File: src/rtl/g711_pkg.sv
package g711_pkg;
    localparam int LIN_W    = 14;
    localparam int PCM_W    = 8;
    localparam int SEG_W    = 3;
    localparam int STEP_W   = 4;
    localparam int MAG_W    = LIN_W - 1;
    localparam int SEG_N    = 1 << SEG_W;
    localparam int MU_BIAS  = 33;
    localparam int MU_CLIP  = (1 << MAG_W) - 1 - MU_BIAS;
    localparam int A_BASE   = 33;
    localparam int DEC_MAX  = ((2 * ((1 << STEP_W) - 1)) + MU_BIAS) << (SEG_N - 1);
    localparam logic [PCM_W-1:0] MU_MASK = 8'h7F;
    localparam logic [PCM_W-1:0] A_MASK  = 8'h55;

    typedef struct packed {
        logic              pos;
        logic [SEG_W-1:0]  seg;
        logic [STEP_W-1:0] step;
    } sm_code_t;

    typedef enum logic {
        ST_IDLE   = 1'b0,
        ST_LOADED = 1'b1
    } ctl_state_t;
endpackage

File: src/rtl/g711_format.sv
module g711_format
    import g711_pkg::*;
(
    input  logic [PCM_W-1:0] din,
    input  logic             law_a,
    input  logic             fmt_sm,
    output logic [PCM_W-1:0] dout
);
    logic [PCM_W-1:0] mask;

    // Sign/magnitude passes straight; CCITT flips a per-law bit pattern.
    always_comb begin
        if (fmt_sm)     mask = '0;
        else if (law_a) mask = A_MASK;
        else            mask = MU_MASK;
    end

    assign dout = din ^ mask;
endmodule

File: src/rtl/g711_encoder.sv
module g711_encoder
    import g711_pkg::*;
(
    input  logic [LIN_W-1:0] lin,
    input  logic             law_a,
    output sm_code_t         code
);
    logic              neg;
    logic [LIN_W-1:0]  mu_abs;
    logic [MAG_W-1:0]  mu_bias;
    logic [SEG_W-1:0]  mu_seg;
    logic [STEP_W-1:0] mu_step;
    logic [MAG_W-2:0]  a_mag;
    logic [SEG_W-1:0]  a_seg;
    logic [SEG_W:0]    a_base;
    logic [STEP_W-1:0] a_step;
    logic              unused_lsb;

    assign neg    = lin[LIN_W-1];
    assign mu_abs = neg ? (~lin + LIN_W'(1)) : lin;

    // mu-law: clip then bias
    assign mu_bias = ((mu_abs > LIN_W'(MU_CLIP)) ? MAG_W'(MU_CLIP) : mu_abs[MAG_W-1:0])
                     + MAG_W'(MU_BIAS);

    always_comb begin
        mu_seg = '0;
        for (int i = 1; i < SEG_N; i++) begin
            if (mu_bias[i+5]) mu_seg = SEG_W'(i);
        end
    end

    assign mu_step = mu_bias[({1'b0, mu_seg} + 4'd1) +: STEP_W];

    always_comb begin
        AST_MU_BIAS_FLOOR: assert (mu_bias >= MAG_W'(MU_BIAS));
    end

    // A-law: halve, one's-complement magnitude
    assign a_mag = neg ? ~lin[MAG_W-1:1] : lin[MAG_W-1:1];

    always_comb begin
        a_seg = '0;
        for (int i = 1; i < SEG_N; i++) begin
            if (a_mag[i+4]) a_seg = SEG_W'(i);
        end
    end

    assign a_base = (a_seg == '0) ? 4'd1 : {1'b0, a_seg};
    assign a_step = a_mag[a_base +: STEP_W];

    assign unused_lsb = mu_bias[0] ^ a_mag[0];

    always_comb begin
        code.pos  = ~neg;
        code.seg  = law_a ? a_seg  : mu_seg;
        code.step = law_a ? a_step : mu_step;
    end
endmodule

File: src/rtl/g711_decoder.sv
module g711_decoder
    import g711_pkg::*;
(
    input  sm_code_t         code,
    input  logic             law_a,
    output logic [LIN_W-1:0] lin
);
    logic [MAG_W-1:0] mu_mid;
    logic [MAG_W-1:0] mu_mag;
    logic [MAG_W-2:0] a_half;
    logic [MAG_W-1:0] mag;

    // mu-law mid-step reconstruction
    assign mu_mid = (MAG_W'({code.step, 1'b0}) + MAG_W'(MU_BIAS)) << code.seg;
    assign mu_mag = mu_mid - MAG_W'(MU_BIAS);

    // A-law mid-step reconstruction on the halved scale
    always_comb begin
        if (code.seg == '0)
            a_half = (MAG_W-1)'({code.step, 1'b1});
        else
            a_half = ((MAG_W-1)'({code.step, 1'b0}) + (MAG_W-1)'(A_BASE)) << (code.seg - 3'd1);
    end

    assign mag = law_a ? {a_half, 1'b0} : mu_mag;
    assign lin = code.pos ? {1'b0, mag} : (~{1'b0, mag} + LIN_W'(1));

    always_comb begin
        AST_DEC_RANGE: assert (mag <= MAG_W'(DEC_MAX));
    end
endmodule

File: src/rtl/g711_codec.sv
module g711_codec
    import g711_pkg::*;
(
    input  logic             clk,
    input  logic             rst_n,
    input  logic             in_valid,
    input  logic             law_a,
    input  logic             fmt_sm,
    input  logic [LIN_W-1:0] lin_in,
    input  logic [PCM_W-1:0] pcm_in,
    output logic             out_valid,
    output logic [PCM_W-1:0] pcm_out,
    output logic [LIN_W-1:0] lin_out
);
    ctl_state_t       state_q, state_d;
    sm_code_t         enc_code;
    sm_code_t         dec_code;
    logic [PCM_W-1:0] enc_word;
    logic [PCM_W-1:0] dec_word;
    logic [LIN_W-1:0] dec_lin;

    g711_encoder u_enc (
        .lin   (lin_in),
        .law_a (law_a),
        .code  (enc_code)
    );

    g711_format u_fmt_out (
        .din    (enc_code),
        .law_a  (law_a),
        .fmt_sm (fmt_sm),
        .dout   (enc_word)
    );

    g711_format u_fmt_in (
        .din    (pcm_in),
        .law_a  (law_a),
        .fmt_sm (fmt_sm),
        .dout   (dec_word)
    );

    assign dec_code = sm_code_t'(dec_word);

    g711_decoder u_dec (
        .code  (dec_code),
        .law_a (law_a),
        .lin   (dec_lin)
    );

    // next-state: T_CAPTURE, T_RELOAD, T_DRAIN, T_WAIT
    always_comb begin
        state_d = state_q;
        unique case (state_q)
            ST_IDLE:   state_d = in_valid ? ST_LOADED : ST_IDLE;
            ST_LOADED: state_d = in_valid ? ST_LOADED : ST_IDLE;
            default:   state_d = ST_IDLE;
        endcase
    end

    always_ff @(posedge clk) begin
        if (!rst_n) state_q <= ST_IDLE;
        else        state_q <= state_d;
    end

    // output registers
    always_ff @(posedge clk) begin
        if (!rst_n) begin
            pcm_out <= '0;
            lin_out <= '0;
        end else if (in_valid) begin
            pcm_out <= enc_word;
            lin_out <= dec_lin;
        end
    end

    assign out_valid = (state_q == ST_LOADED);

    AST_VALID_LATENCY: assert property (@(posedge clk) disable iff (!rst_n)
        in_valid |=> out_valid);
    AST_VALID_DROP: assert property (@(posedge clk) disable iff (!rst_n)
        !in_valid |=> !out_valid);
    AST_HOLD_IDLE: assert property (@(posedge clk) disable iff (!rst_n)
        !in_valid |=> ($stable(pcm_out) && $stable(lin_out)));
    AST_MU_SAT_POS: assert property (@(posedge clk) disable iff (!rst_n)
        (in_valid && !law_a && fmt_sm && ($signed(lin_in) > 14'sd8158)) |=> (pcm_out == 8'hFF));
    AST_MU_SAT_NEG: assert property (@(posedge clk) disable iff (!rst_n)
        (in_valid && !law_a && fmt_sm && ($signed(lin_in) < -14'sd8158)) |=> (pcm_out == 8'h7F));
    AST_MU_ZERO_DEC: assert property (@(posedge clk) disable iff (!rst_n)
        (in_valid && !law_a && fmt_sm && (pcm_in[6:0] == 7'd0)) |=> (lin_out == '0));
endmodule

File: config.mk
export PLATFORM = sky130hd
export DESIGN_NAME = g711_codec
export DESIGN_NICKNAME = d
export VERILOG_FILES = /design/src/rtl/g711_pkg.sv /design/src/rtl/g711_format.sv /design/src/rtl/g711_encoder.sv /design/src/rtl/g711_decoder.sv /design/src/rtl/g711_codec.sv
export SDC_FILE = /design/constraint.sdc
export NUM_CORES = 1
export LEC_CHECK = 0
export BUFFER_PORTS_ARGS = -buffer_cell sky130_fd_sc_hd__buf_2
export CAP_MARGIN = 40
export CELL_PAD_IN_SITES_DETAIL_PLACEMENT = 1
export CELL_PAD_IN_SITES_GLOBAL_PLACEMENT = 2
export CORE_ASPECT_RATIO = 1.25
export CORE_MARGIN = 8
export CORE_UTILIZATION = 38
export DETAILED_ROUTE_END_ITERATION = 8
export PLACE_DENSITY_LB_ADDON = 0.1
export RECOVER_POWER = 100
export SETUP_SLACK_MARGIN = 0.15
export SLEW_MARGIN = 20
export SYNTH_ARGS = -nofsm -noshare
export SYNTH_HDL_FRONTEND = slang
export SYNTH_SLANG_ARGS = --single-unit
export TNS_END_PERCENT = 100
File: constraint.sdc
create_clock -name clk -period 8.85 [get_ports clk]
set_clock_uncertainty 0.15 [all_clocks]
set_input_delay 0.4425 -clock clk [delete_from_list [all_inputs] [get_ports clk]]
set_output_delay 0.4425 -clock clk [all_outputs]
set_load 0.02 [all_outputs]
# After elaboration in Yosys (flattened, before gate mapping)

Cells that the tools add are included.

Input port bits: 27
Bits in registers: 23

Shift-type cells: 4
Magnitude comparators: 1
Add/sub/neg operators: 8
Mux-type cells: 26
Reduce and logical (&&, ||, !) cells: 2
Bitwise logic cells: 6

Operators with widths:

| operator                | count |
|---|---|
| $mux W3                 | 10 |
| $add A14 B1 Y14 const B | 2 |
| $mux W14                | 2 |
| $mux W13                | 2 |
| $mux W12                | 2 |
| $xor A8 B8 Y8           | 2 |
| $add A5 B6 Y7 const B   | 2 |
| $gt A14 B13 Y1 const B  | 1 |
| $not A13 Y14            | 1 |
| $not A14 Y14            | 1 |
| $add A13 B6 Y13 const B | 1 |
| $shiftx A13 B5 Y4       | 1 |
| $shl A13 B3 Y13         | 1 |
| $sub A13 B6 Y13 const B | 1 |
| $not A12 Y12            | 1 |
| $shiftx A12 B5 Y4       | 1 |
| $shl A12 B3 Y12         | 1 |
| $mux W2                 | 4 |
| $mux W8                 | 1 |
| $logic_not A3 Y1        | 2 |
| $mux W6                 | 1 |
| $add A3 B1 Y4 const B   | 1 |
| $mux W4                 | 1 |
| $mux W1                 | 3 |
| other kinds (2)         | 2 |

# Logic depth before layout (Yosys ltp)

Gate-level depths: netlist of run 1.

Depth in word-level cells: 17
Gate-level depth with buffers: 21
Mapped depth without buffers: 19

# By module

Synthesis of run 1 repeated with hierarchy kept, for this count alone.

Cells, all modules: 600
Area total of the unflattened synthesis: 4,663.2 sq um

Modules (own cells, without submodules):

| module       | times used | area an instance (sq um) | cells each |
|---|---|---|---|
| g711_encoder | 1          | 2,149.6                  | 304 |
| g711_decoder | 1          | 1,430.1                  | 203 |
| g711_codec   | 1          | 883.3                    | 73 |
| g711_format  | 2          | 100.1                    | 10 |

# Least setup slack after synthesis of run 1

OpenSTA, ideal clock, no wires.

Path kind: in2reg
From: input lin_in[0]
To: register pcm_out[3]
Stages on the path: 21
Buffers on the path: 2
Slack: 3.669 ns
Arrival time: 4.912 ns
Data required time: 8.580 ns
Path through: inv_1 > ha_1 > or4b_4 > o31ai_2 > xor2_1 > or3_4 > o21ai_2 > buf_2 > nor2_1 > ha_1 > clkbuf_8 > nand4_1 > and2_2 > o221ai_1 > mux2_4 > a311o_2 > nand2_4 > mux2i_1 > o32ai_1 > and3_1 > a211o_1

Cells in the longest elaborated chain, start to end: 17

Ends and longest elaborated chain:

| item                   | line               | source |
|---|---|---|
| start: declaration     | g711_codec.sv:9    | `input logic [LIN_W-1:0] lin_in,` |
| $not A14 Y14           | g711_encoder.sv:20 | `assign mu_abs = neg ? (~lin + LIN_W'(1)) : lin;` |
| $add A14 B1 Y14        | g711_encoder.sv:20 |  |
| $mux W14 (*)           | g711_encoder.sv:20 |  |
| $gt A14 B13 Y1         | g711_encoder.sv:23 | `assign mu_bias = ((mu_abs > LIN_W'(MU_CLIP)) ? MAG_W'(MU_CLIP) : mu_abs[MAG_W-1:0])` |
| $mux W13 (*)           | g711_encoder.sv:23 |  |
| $add A13 B6 Y13 (*)    | g711_encoder.sv:24 | `+ MAG_W'(MU_BIAS);` |
| $mux W1                | g711_encoder.sv:29 | `if (mu_bias[i+5]) mu_seg = SEG_W'(i);` |
| $mux W2 (2 in series)  | g711_encoder.sv:29 |  |
| $mux W3 (4 in series)  | g711_encoder.sv:29 |  |
| $add A3 B1 Y4          | g711_encoder.sv:33 | `assign mu_step = mu_bias[({1'b0, mu_seg} + 4'd1) +: STEP_W];` |
| $shiftx A13 B5 Y4 (*)  | g711_encoder.sv:33 |  |
| $mux W4 (*)            | g711_encoder.sv:57 | `code.step = law_a ? a_step : mu_step;` |
| $xor A8 B8 Y8 (*)      | g711_format.sv:18  | `assign dout = din ^ mask;` |
| end signal: assignment | g711_codec.sv:71   | `pcm_out <= enc_word;` |
| end: declaration       | g711_codec.sv:12   | `output logic [PCM_W-1:0] pcm_out,` |

Mark *: on every way between the ends. The rest lies on a longest branch, timed or not.
A chain may end at the register's enable or synchronous reset.

# Final worst setup path of run 1

From: input lin_in[13]
To: register pcm_out[0]

Cells in the longest elaborated chain, start to end: 17
Elaborated cells on any way between the ends: 28
Those cells by class: 3 x add/sub; 1 x order compare; 2 x shift; 19 x mux; 2 x bitwise; 1 x reduce/logical

Ends and longest elaborated chain:

| item                  | line |
|---|---|
| $not A14 Y14          | g711_encoder.sv:20 |
| $add A14 B1 Y14       | g711_encoder.sv:20 |
| $mux W14              | g711_encoder.sv:20 |
| $gt A14 B13 Y1        | g711_encoder.sv:23 |
| $mux W13              | g711_encoder.sv:23 |
| $add A13 B6 Y13       | g711_encoder.sv:24 |
| $mux W1               | g711_encoder.sv:29 |
| $mux W2 (2 in series) | g711_encoder.sv:29 |
| $mux W3 (4 in series) | g711_encoder.sv:29 |
| $add A3 B1 Y4         | g711_encoder.sv:33 |
| $shiftx A13 B5 Y4     | g711_encoder.sv:33 |
| $mux W4 (*)           | g711_encoder.sv:57 |
| $xor A8 B8 Y8 (*)     | g711_format.sv:18 |

Marks and branches as above.

==> results of run 1 <==
flip-flops by register name (all words and copies together), names as in the netlist:
register,count
pcm_out,8
lin_out,14
out_valid,1
cell type report:
class	instances	share of cell area, %
multi-input cells	552	77.9
flip-flops and latches	23	9.48
repair buffers	52	4.79
well taps	164	4.22
inverters	26	2.01
clock buffers	3	1.55
clock inverters	1	0.103
final timing paths:
kind	startpoint	endpoint	slack [ns]	cells past startpoint
hold reg to reg	lin_out[13]	lin_out[13]	0.32	1
setup reg to reg	pcm_out[1]	pcm_out[1]	7.77	2
hold / removal	lin_out[13]	lin_out[13]	0.32	1
setup / recovery	lin_in[13]	pcm_out[0]	2.38	18
layout by cell type, fill, tap and decap left out, types with 4 or more instances in the layout:
cell type                   instances
sky130_fd_sc_hd__a211oi_1          11
sky130_fd_sc_hd__a21o_1             5
sky130_fd_sc_hd__a21oi_1           45
sky130_fd_sc_hd__a31oi_1           13
sky130_fd_sc_hd__a32oi_1            4
sky130_fd_sc_hd__and3_1             7
sky130_fd_sc_hd__buf_2             24
sky130_fd_sc_hd__clkbuf_1          26
sky130_fd_sc_hd__dfxtp_1           23
sky130_fd_sc_hd__ha_1              10
sky130_fd_sc_hd__inv_1             25
sky130_fd_sc_hd__mux2i_1           27
sky130_fd_sc_hd__nand2_1           51
sky130_fd_sc_hd__nand2b_1          11
sky130_fd_sc_hd__nand3_1           27
sky130_fd_sc_hd__nand4_1            6
sky130_fd_sc_hd__nor2_1            47
sky130_fd_sc_hd__nor2b_1           13
sky130_fd_sc_hd__nor3_1            18
sky130_fd_sc_hd__nor3b_1            7
sky130_fd_sc_hd__o211a_1            9
sky130_fd_sc_hd__o211ai_1          13
sky130_fd_sc_hd__o21a_1             4
sky130_fd_sc_hd__o21ai_0           40
sky130_fd_sc_hd__o21ai_1            5
sky130_fd_sc_hd__o22ai_1            8
sky130_fd_sc_hd__o2bb2ai_1          4
sky130_fd_sc_hd__o31ai_1            9
sky130_fd_sc_hd__or2_2              5
sky130_fd_sc_hd__or3_1              8
sky130_fd_sc_hd__xnor2_1           34
sky130_fd_sc_hd__xor2_1            16
layer usage:
layer | share of wire [%] | wire (um) | up-vias
met1 | 40 | 6500 | 2468
met2 | 54 | 8770 | 74
met5 | 0 | 0 | -
li1 | - | - | 2450
met4 | 3.7 | 590 | 0
met3 | 1.5 | 241 | 32
power by group:
| group | internal (W) | switching (W) |
|---|---|---|
| clock | 0.0000607 | 0.0000359 |
| sequential | 0.000115 | 0.00000652 |
| combinational | 0.000135 | 0.000244 |
| total | 0.000311 | 0.000286 |
Yosys cell counts (16+ instances only):
cell	instances	share of area, %
sky130_fd_sc_hd__a21oi_1	44	4.7
sky130_fd_sc_hd__nor2_1	47	3.8
sky130_fd_sc_hd__dfxtp_1	23	9.8
sky130_fd_sc_hd__xnor2_1	34	6.3
sky130_fd_sc_hd__nand2_1	51	4.1
sky130_fd_sc_hd__o21ai_0	40	4.3
sky130_fd_sc_hd__nor3_1	18	1.9
sky130_fd_sc_hd__inv_1	25	2.0
sky130_fd_sc_hd__xor2_1	16	3.0
sky130_fd_sc_hd__nand3_1	27	2.9
sky130_fd_sc_hd__mux2i_1	27	5.8
sky130_fd_sc_hd__clkbuf_1	26	2.1
through the flow:
| step | instance area [um2] | utilization [%] |
|---|---|---|
| floorplan | 4700 | - |
| global placement | 4850 | 40.1 |
| detailed placement | 4850 | 40.1 |
| CTS | 4930 | 40.7 |
| global route | 4860 | 40.1 |
| finish | 4860 | 40.1 |
cell families (layout without fill, tap and decap cells):
logic type / count (synthesis) / after routing / synth area share [%]
AOI/OAI and AO/OA: 235 / 235 / 36.9
and+or+nand+nor: 226 / 226 / 25.5
xor gates and xnor gates: 52 / 52 / 10.0
muxes: 29 / 29 / 6.31
DFF: 23 / 23 / 9.80
buffers and inverters: 77 / 82 / 8.89
adders and majority gates: 10 / 10 / 2.66
==> summary by stage, run 1 <==
CTS
Clock-pin slew was measured on the worst setup and hold paths at 0.06 ns. Buffers inserted to repair hold after CTS numbered 0. The number of clock buffers inserted by TritonCTS is 3. The deepest level of the CTS H-tree is 1. For this design, the sink count on the clock tree is 23. The cell sitting at the root of the clock tree is a sky130_fd_sc_hd__clkbuf_16. Counting along the longest clock path gives a buffer depth of 2. TritonCTS built the clock tree. At the later pin of the worst-skew pair, clock insertion delay measures around 0.25 ns. The number of buffers inserted to repair setup after CTS is 0. Gates resized during post-CTS repair numbered 0.

Floorplanning
For this design the top-level I/O count stands at 50. The total number of placement rows is 45. The initial utilization of the core area, before any placement, comes to approximately two fifths. Measured along the x axis, the die boundary spans 115 um.

The height of the die is 140 um. The area of the core region is 0.0121 mm2. The area enclosed by the die boundary is 0.0162 mm2.

STA
The final critical path takes up between 70 and 80% of the cycle. In this run the tightest slew margin relative to its limit is -39.1%. Across all hold checks on the routed design, the worst slack comes to 0.319 ns. The clock period minus final worst setup slack is ~6.5 ns. Setup slack closes at 2.38 ns.

Timing would allow up to between 150 and 200 MHz. The final-report hold violation count is 0. The total count of max-transition violations in the final report is 45. For the pin with the worst max-slew slack, the measured transition is between 2 and 2.5 ns. Adding up every negative setup slack in the final design gives 0 ns. Setup repair after global routing left no endpoint under its margin. Setup violations remaining at the end of the flow were counted as 0.

Pwr
In this run the power density over the cells is 123 mW/mm2. The analysis attributes to cell leakage a power of 1.85 nW. Across the VDD grid, the largest voltage drop is approximately 0.068 mV. The total power of the final layout is 0.000597 W.

Finish
The final cell count without fillers is 821. The post-layout net count is 695. Across the whole layout, storage elements account for 460 um2. The area used by multi-input combinational logic is about 0.0038 mm2.

The number of antenna diodes in the final layout is 0. The area growth from synthesis to layout is 3.38%. In the final layout, the share of cells above drive strength 1 is a little over a tenth. The number of filler cells placed in the layout is around 1600.

Setup path
The worst setup path is launched from a primary input. The largest stage delay on the critical path is 1.00 ns. The family with the most delay on the worst path is compound AO/OA/AOI/OAI gates.

The number of buffers and inverters on the critical path is 2. The arrival time of data at the critical path endpoint is 6.52 ns. The required time at the worst-slack endpoint is between 8 and 9 ns.

The standard cell with the maximum stage delay on the critical path is sky130_fd_sc_hd__clkbuf_1. Traced cell by cell, the critical path runs through clkbuf_1, inv_1, nor2_1, a31oi_1, or3_1, o21a_1, o211ai_1, ha_1, nand4_1, and2_0, a21oi_1, a32oi_1, a211oi_1, mux2i_1, nand4_1, and3_1, a21boi_0, nand3b_1. The worst setup path is of the primary input to flip-flop kind. The most numerous cell on the critical path is sky130_fd_sc_hd__nand4_1. The largest driver fanout on the critical path is 30. The worst setup path is captured at a flip-flop.

Global route
For this run, global-route usage on met3 was measured as 1.76%. Entering global routing, the biggest net connects 45 pins. The layer with the highest usage after global routing is met2. For this run, global-route usage on met1 was measured as around a fifth.

The global-route met2 utilization is between 30% and 40%. The wire length of the first global-routing pass is 26200 um. The sum of overflow across all layers after global routing is 0.

The via count of the first global-routing pass is 5223. The number of antenna violations at the first check in global routing was 0. The total routing resource utilization after global routing is 19.5%.

Synthesis
The combined area of all synthesized cells is 0.00470 mm2. The part of the Yosys area used for sequential elements is 9.80%. Counting flops with an async set or reset pin after synthesis yields a share of 0%. Counting flops with a built-in enable in the synthesized netlist gives 0. In the synthesized netlist the dominant register cell turns out to be sky130_fd_sc_hd__dfxtp_1.

The count of yosys warnings during synthesis is 0. The average cell area after synthesis is 7.21 um2. In the synthesized netlist, the number of instances is approximately 650. The number of different library cells used by synthesis comes to 100. When the netlist entered floorplanning its net count stood at ~690. The register bit count reported by yosys is 23.

Placed design
Once detailed placement completed, the half-perimeter wirelength came to 12700 um. The number of port buffers is 49. Prior to clock tree synthesis, the placed netlist has a worst setup slack of 2.90 ns. The final weighted congestion in routability-driven placement is between 0.9 and 1. The total instance count after detailed placement is 817.

Drt
The initial DRC count is 226. The routed via count divided by cell count is 6.12. The average wire length per cell after detail routing is 19.6 um.

The detailed-route DRC error count is 0. The first TritonRoute pass finished after 4 iterations. The detail route stage leaves a number of antenna-violating nets equal to 0. The total number of vias is 5024. The routed wire length is 16100 um.

Worst hold path
The path class of the tightest hold or removal check is flip-flop to flip-flop.

Status
The checks that failed: max-capacitance violations, max-slew violations. The flow ran to the end, but the final reports show violations.

Run
The max-capacitance violation count is 1.
Note: power is estimated with default switching activity, not from simulation.
==> run 2: changes to the inputs <==
--- a/config.mk
+++ b/config.mk
@@ -11,7 +11,7 @@
 export CELL_PAD_IN_SITES_GLOBAL_PLACEMENT = 2
 export CORE_ASPECT_RATIO = 1.25
 export CORE_MARGIN = 8
-export CORE_UTILIZATION = 38
+export CORE_UTILIZATION = 32
 export DETAILED_ROUTE_END_ITERATION = 8
 export PLACE_DENSITY_LB_ADDON = 0.1
 export RECOVER_POWER = 100
==> constraint.sdc (replaced) <==
create_clock -name clk -period 5.91 [get_ports clk]
set_clock_uncertainty 0.15 [all_clocks]
set_input_delay 0.2955 -clock clk [delete_from_list [all_inputs] [get_ports clk]]
set_output_delay 0.2955 -clock clk [all_outputs]
set_load 0.02 [all_outputs]
==> run 2 against run 1 <==
Net effect: the run still ends with max-capacitance violations, max-slew violations left; sequential power rose by 50%; combinational power rose by 55%; critical path type unchanged; die area rose by 16%; largest cell class unchanged; highest routed layer unchanged.
==> summary by stage, run 2 (synthesized netlist as in run 1, its figures left out) <==
Drt
The detailed-route DRC error count is 0 (unchanged). The routed via count divided by cell count is 5.99 (-2.2%). The total number of vias was 5058 (+0.68%). The routed metal-1 wire length is 6910 um (+6.3%). The uppermost layer routed is met4. The routed wire length was 17400 um (+8.1%).

The count of antenna-violating nets left after detailed routing is 0 (unchanged). The average wire length per cell after detail routing is 20.6 um (+5.1%). The initial DRC count is 256 (+13%). The number of optimization iterations in the first detailed-route pass is 4 (unchanged). The detailed-routed wire length on met3 came to 225 um (-6.6%). The met2 layer wire length in the routed design is 9930 um (+13%).

STA
The worst slew margin relative to its limit is -5.43% (+34 points). The worst path uses approximately 90% of the clock period. The highest clock frequency the design can meet is 184 MHz. The final-report hold violation count is 0 (unchanged).

The count of final setup violators is 0 (unchanged). The worst setup slack after layout is 0.476 ns (-1.90 ns). The actual transition at the worst max-transition pin is 1.58 ns (-0.505 ns). The final hold slack is 0.328 ns (+0.00860 ns). The clock period minus final worst setup slack is 5.43 ns. The total count of max-transition violations in the final report is 30 (-33%). Setup repair after global routing left no endpoint under its margin. The sum of negative setup slack was 0 ns (unchanged).

Setup path
The largest driver fanout on the critical path came to 10 (-67%). The launching element of the worst setup path is lin_in[0]. The reg2reg setup slack is 4.81 ns (-2.96 ns). By startpoint and endpoint, the worst setup path is classified as primary input to flip-flop. The required time at the worst-slack endpoint is 5.96 ns (-2.94 ns).

The arrival time of data at the critical path endpoint is 5.48 ns (-1.04 ns). In this run the critical register-to-register path is launched from pcm_out[1]. The worst setup path is launched from a primary input. STA classifies the critical path endpoint as a flip-flop. The depth of the worst register-to-register path was 2 (unchanged). The worst setup path endpoint is pcm_out[0].

The endpoint of the worst register-to-register path is pcm_out[1].

CTS
The clock sink total was 23 (unchanged). The number of buffers inserted to repair setup after CTS is 0 (unchanged). The deepest level of the CTS H-tree is 1 (unchanged).

The cell at the root of the clock tree is sky130_fd_sc_hd__clkbuf_16. The CTS clock-pin slew for the worst setup and hold paths is 0.06 ns (about the same). The clock tree buffer depth came to 2 (unchanged). The post-cts hold buffer count is 0 (unchanged). The number of clock buffers inserted by TritonCTS is 3 (unchanged). The clock latency of the later-clocked register in the worst-skew pair is 0.26 ns (about the same). The number of gates resized after cts is 0 (unchanged).

The TritonCTS clock tree is built.

Floorplanning
The area enclosed by the die boundary is 0.0188 mm2 (+16%). The number of top-level pins was 50 (unchanged). The initial core utilization was 32.6% (-6.2 points).

The area of the core region was 0.0144 mm2 (+19%). The die width came to 124 um (+7.7%). The height of the die came to 151 um (+7.9%). The total number of placement rows is 49 (+8.9%).

Finish
The fraction of layout instances using a drive strength above 1 is 13.0% (+2.5 points). The flip-flop count of the largest register after layout is 14 (unchanged). The post-layout net count is 705 (+1.4%). The register with the highest flop count is lin_out. Leaving out fill and tap cells, the most frequent cells in the layout are sky130_fd_sc_hd__nand2_1, sky130_fd_sc_hd__nor2_1, sky130_fd_sc_hd__a21oi_1. The final cell count without fillers is 845 (+2.9%). The number of filler cells placed in the layout is 1842 (+16%). The utilization after layout is 34.7% (-5.5 points).

The library cell used most frequently in the layout, excluding fill and tap cells, is sky130_fd_sc_hd__nand2_1. The antenna diode count was 0 (unchanged). Compared with the post-synthesis result, the final layout area differs by 6.26%.

Run
The max-capacitance violation count was 1 (unchanged).

Pwr
The leakage power total was 1.90 nW (+3.1%). The areal power density over the cells is 184 mW/mm2 (+50%). The worst voltage drop across the vdd grid is 0.0965 mV (+41%).

Worst hold path
The path class of the lowest-slack min-delay path is primary input to flip-flop.

Placed design
The final HPWL from detailed placement is 13900 um (+9.9%). The worst slack after detailed placement is 0.145 ns (-2.75 ns). The total instance count after detailed placement is 841 (+2.9%).

The number of port buffers is 49 (unchanged). The final weighted congestion in routability-driven placement is 0.940 (+2.7%).

Status
The flow ran to the end, but the final reports show violations. The final reports fail on max-capacitance violations, max-slew violations.

Global route
The pin count of the biggest net entering global routing is 30 (-33%). The wire length of the first global-routing pass is 27800 um (+6.1%). The via count of the first global-routing pass is 5336 (+2.2%). The sum of overflow across all layers after global routing is 0 (unchanged). The total routing resource utilization after global routing came to 17.7% (-1.8 points). The number of antenna violations at the first check in global routing is 0 (unchanged).
[run 2: final cells by class]
| class | count | area [um2] | share of cell area [%] |
|---|---|---|---|
| multi-input cells | 552 | 3820 | 76.5 |
| flip-flops and latches | 23 | 460 | 9.22 |
| repair buffers | 62 | 312 | 6.24 |
| well taps | 178 | 223 | 4.46 |
| inverters | 26 | 97.6 | 1.95 |
| clock buffers | 4 | 78.8 | 1.58 |
[run 2: routing by layer]
layer	track usage, %	vias to the layer above
li1	-	2471
met1	18.1	2513
met2	36.8	51
met3	1.22	23
met4	5.73	0
met5	0	-
[run 2: power breakdown]
part           switching [W]  leakage, nW  internal (W)
sequential         0.0000102        0.191      0.000173
clock              0.0000556       0.0382     0.0000921
combinational       0.000378         1.68      0.000210
[run 2: per-stage QoR]
| step | power (W) | cell area [um2] |
|---|---|---|
| 2_1_floorplan | 0.000626 | 4700 |
| 3_3_place_gp | 0.000767 | 4940 |
| 3_5_place_dp | 0.000780 | 4940 |
| 4_1_cts | 0.000932 | 5020 |
| 5_1_grt | 0.000988 | 4990 |
| 6_report | 0.000919 | 4990 |
[run 2: worst max-delay path, stage by stage]
cell and delay (ns):
sky130_fd_sc_hd__buf_2 0.13, sky130_fd_sc_hd__inv_1 0.11, sky130_fd_sc_hd__ha_1 0.23, sky130_fd_sc_hd__or4b_4 0.54
sky130_fd_sc_hd__o41ai_2 0.40, sky130_fd_sc_hd__xnor2_1 0.29, sky130_fd_sc_hd__o211ai_2 0.22, sky130_fd_sc_hd__o21a_2 0.31
sky130_fd_sc_hd__o211ai_1 0.11, sky130_fd_sc_hd__ha_2 0.34, sky130_fd_sc_hd__nand4_1 0.29, sky130_fd_sc_hd__and2_2 0.34
sky130_fd_sc_hd__a21oi_1 0.25, sky130_fd_sc_hd__a32oi_2 0.24, sky130_fd_sc_hd__a211oi_2 0.50, sky130_fd_sc_hd__mux2i_1 0.29
sky130_fd_sc_hd__nand4_1 0.12, sky130_fd_sc_hd__and3_1 0.19, sky130_fd_sc_hd__a21boi_0 0.14, sky130_fd_sc_hd__nand3b_1 0.13
[run 2: worst min path at each step]
stage           startpoint          end  slack (ns)  cells after the start
2_1_floorplan        rst_n  lin_out[11]        0.38                      2
3_3_place_gp    lin_out[2]   lin_out[2]        0.31                      1
3_5_place_dp    lin_out[2]   lin_out[2]        0.32                      1
4_1_cts         lin_out[2]   lin_out[2]        0.33                      1
5_1_grt        lin_out[13]  lin_out[13]        0.34                      1
6_report             rst_n   lin_out[5]        0.33                      2
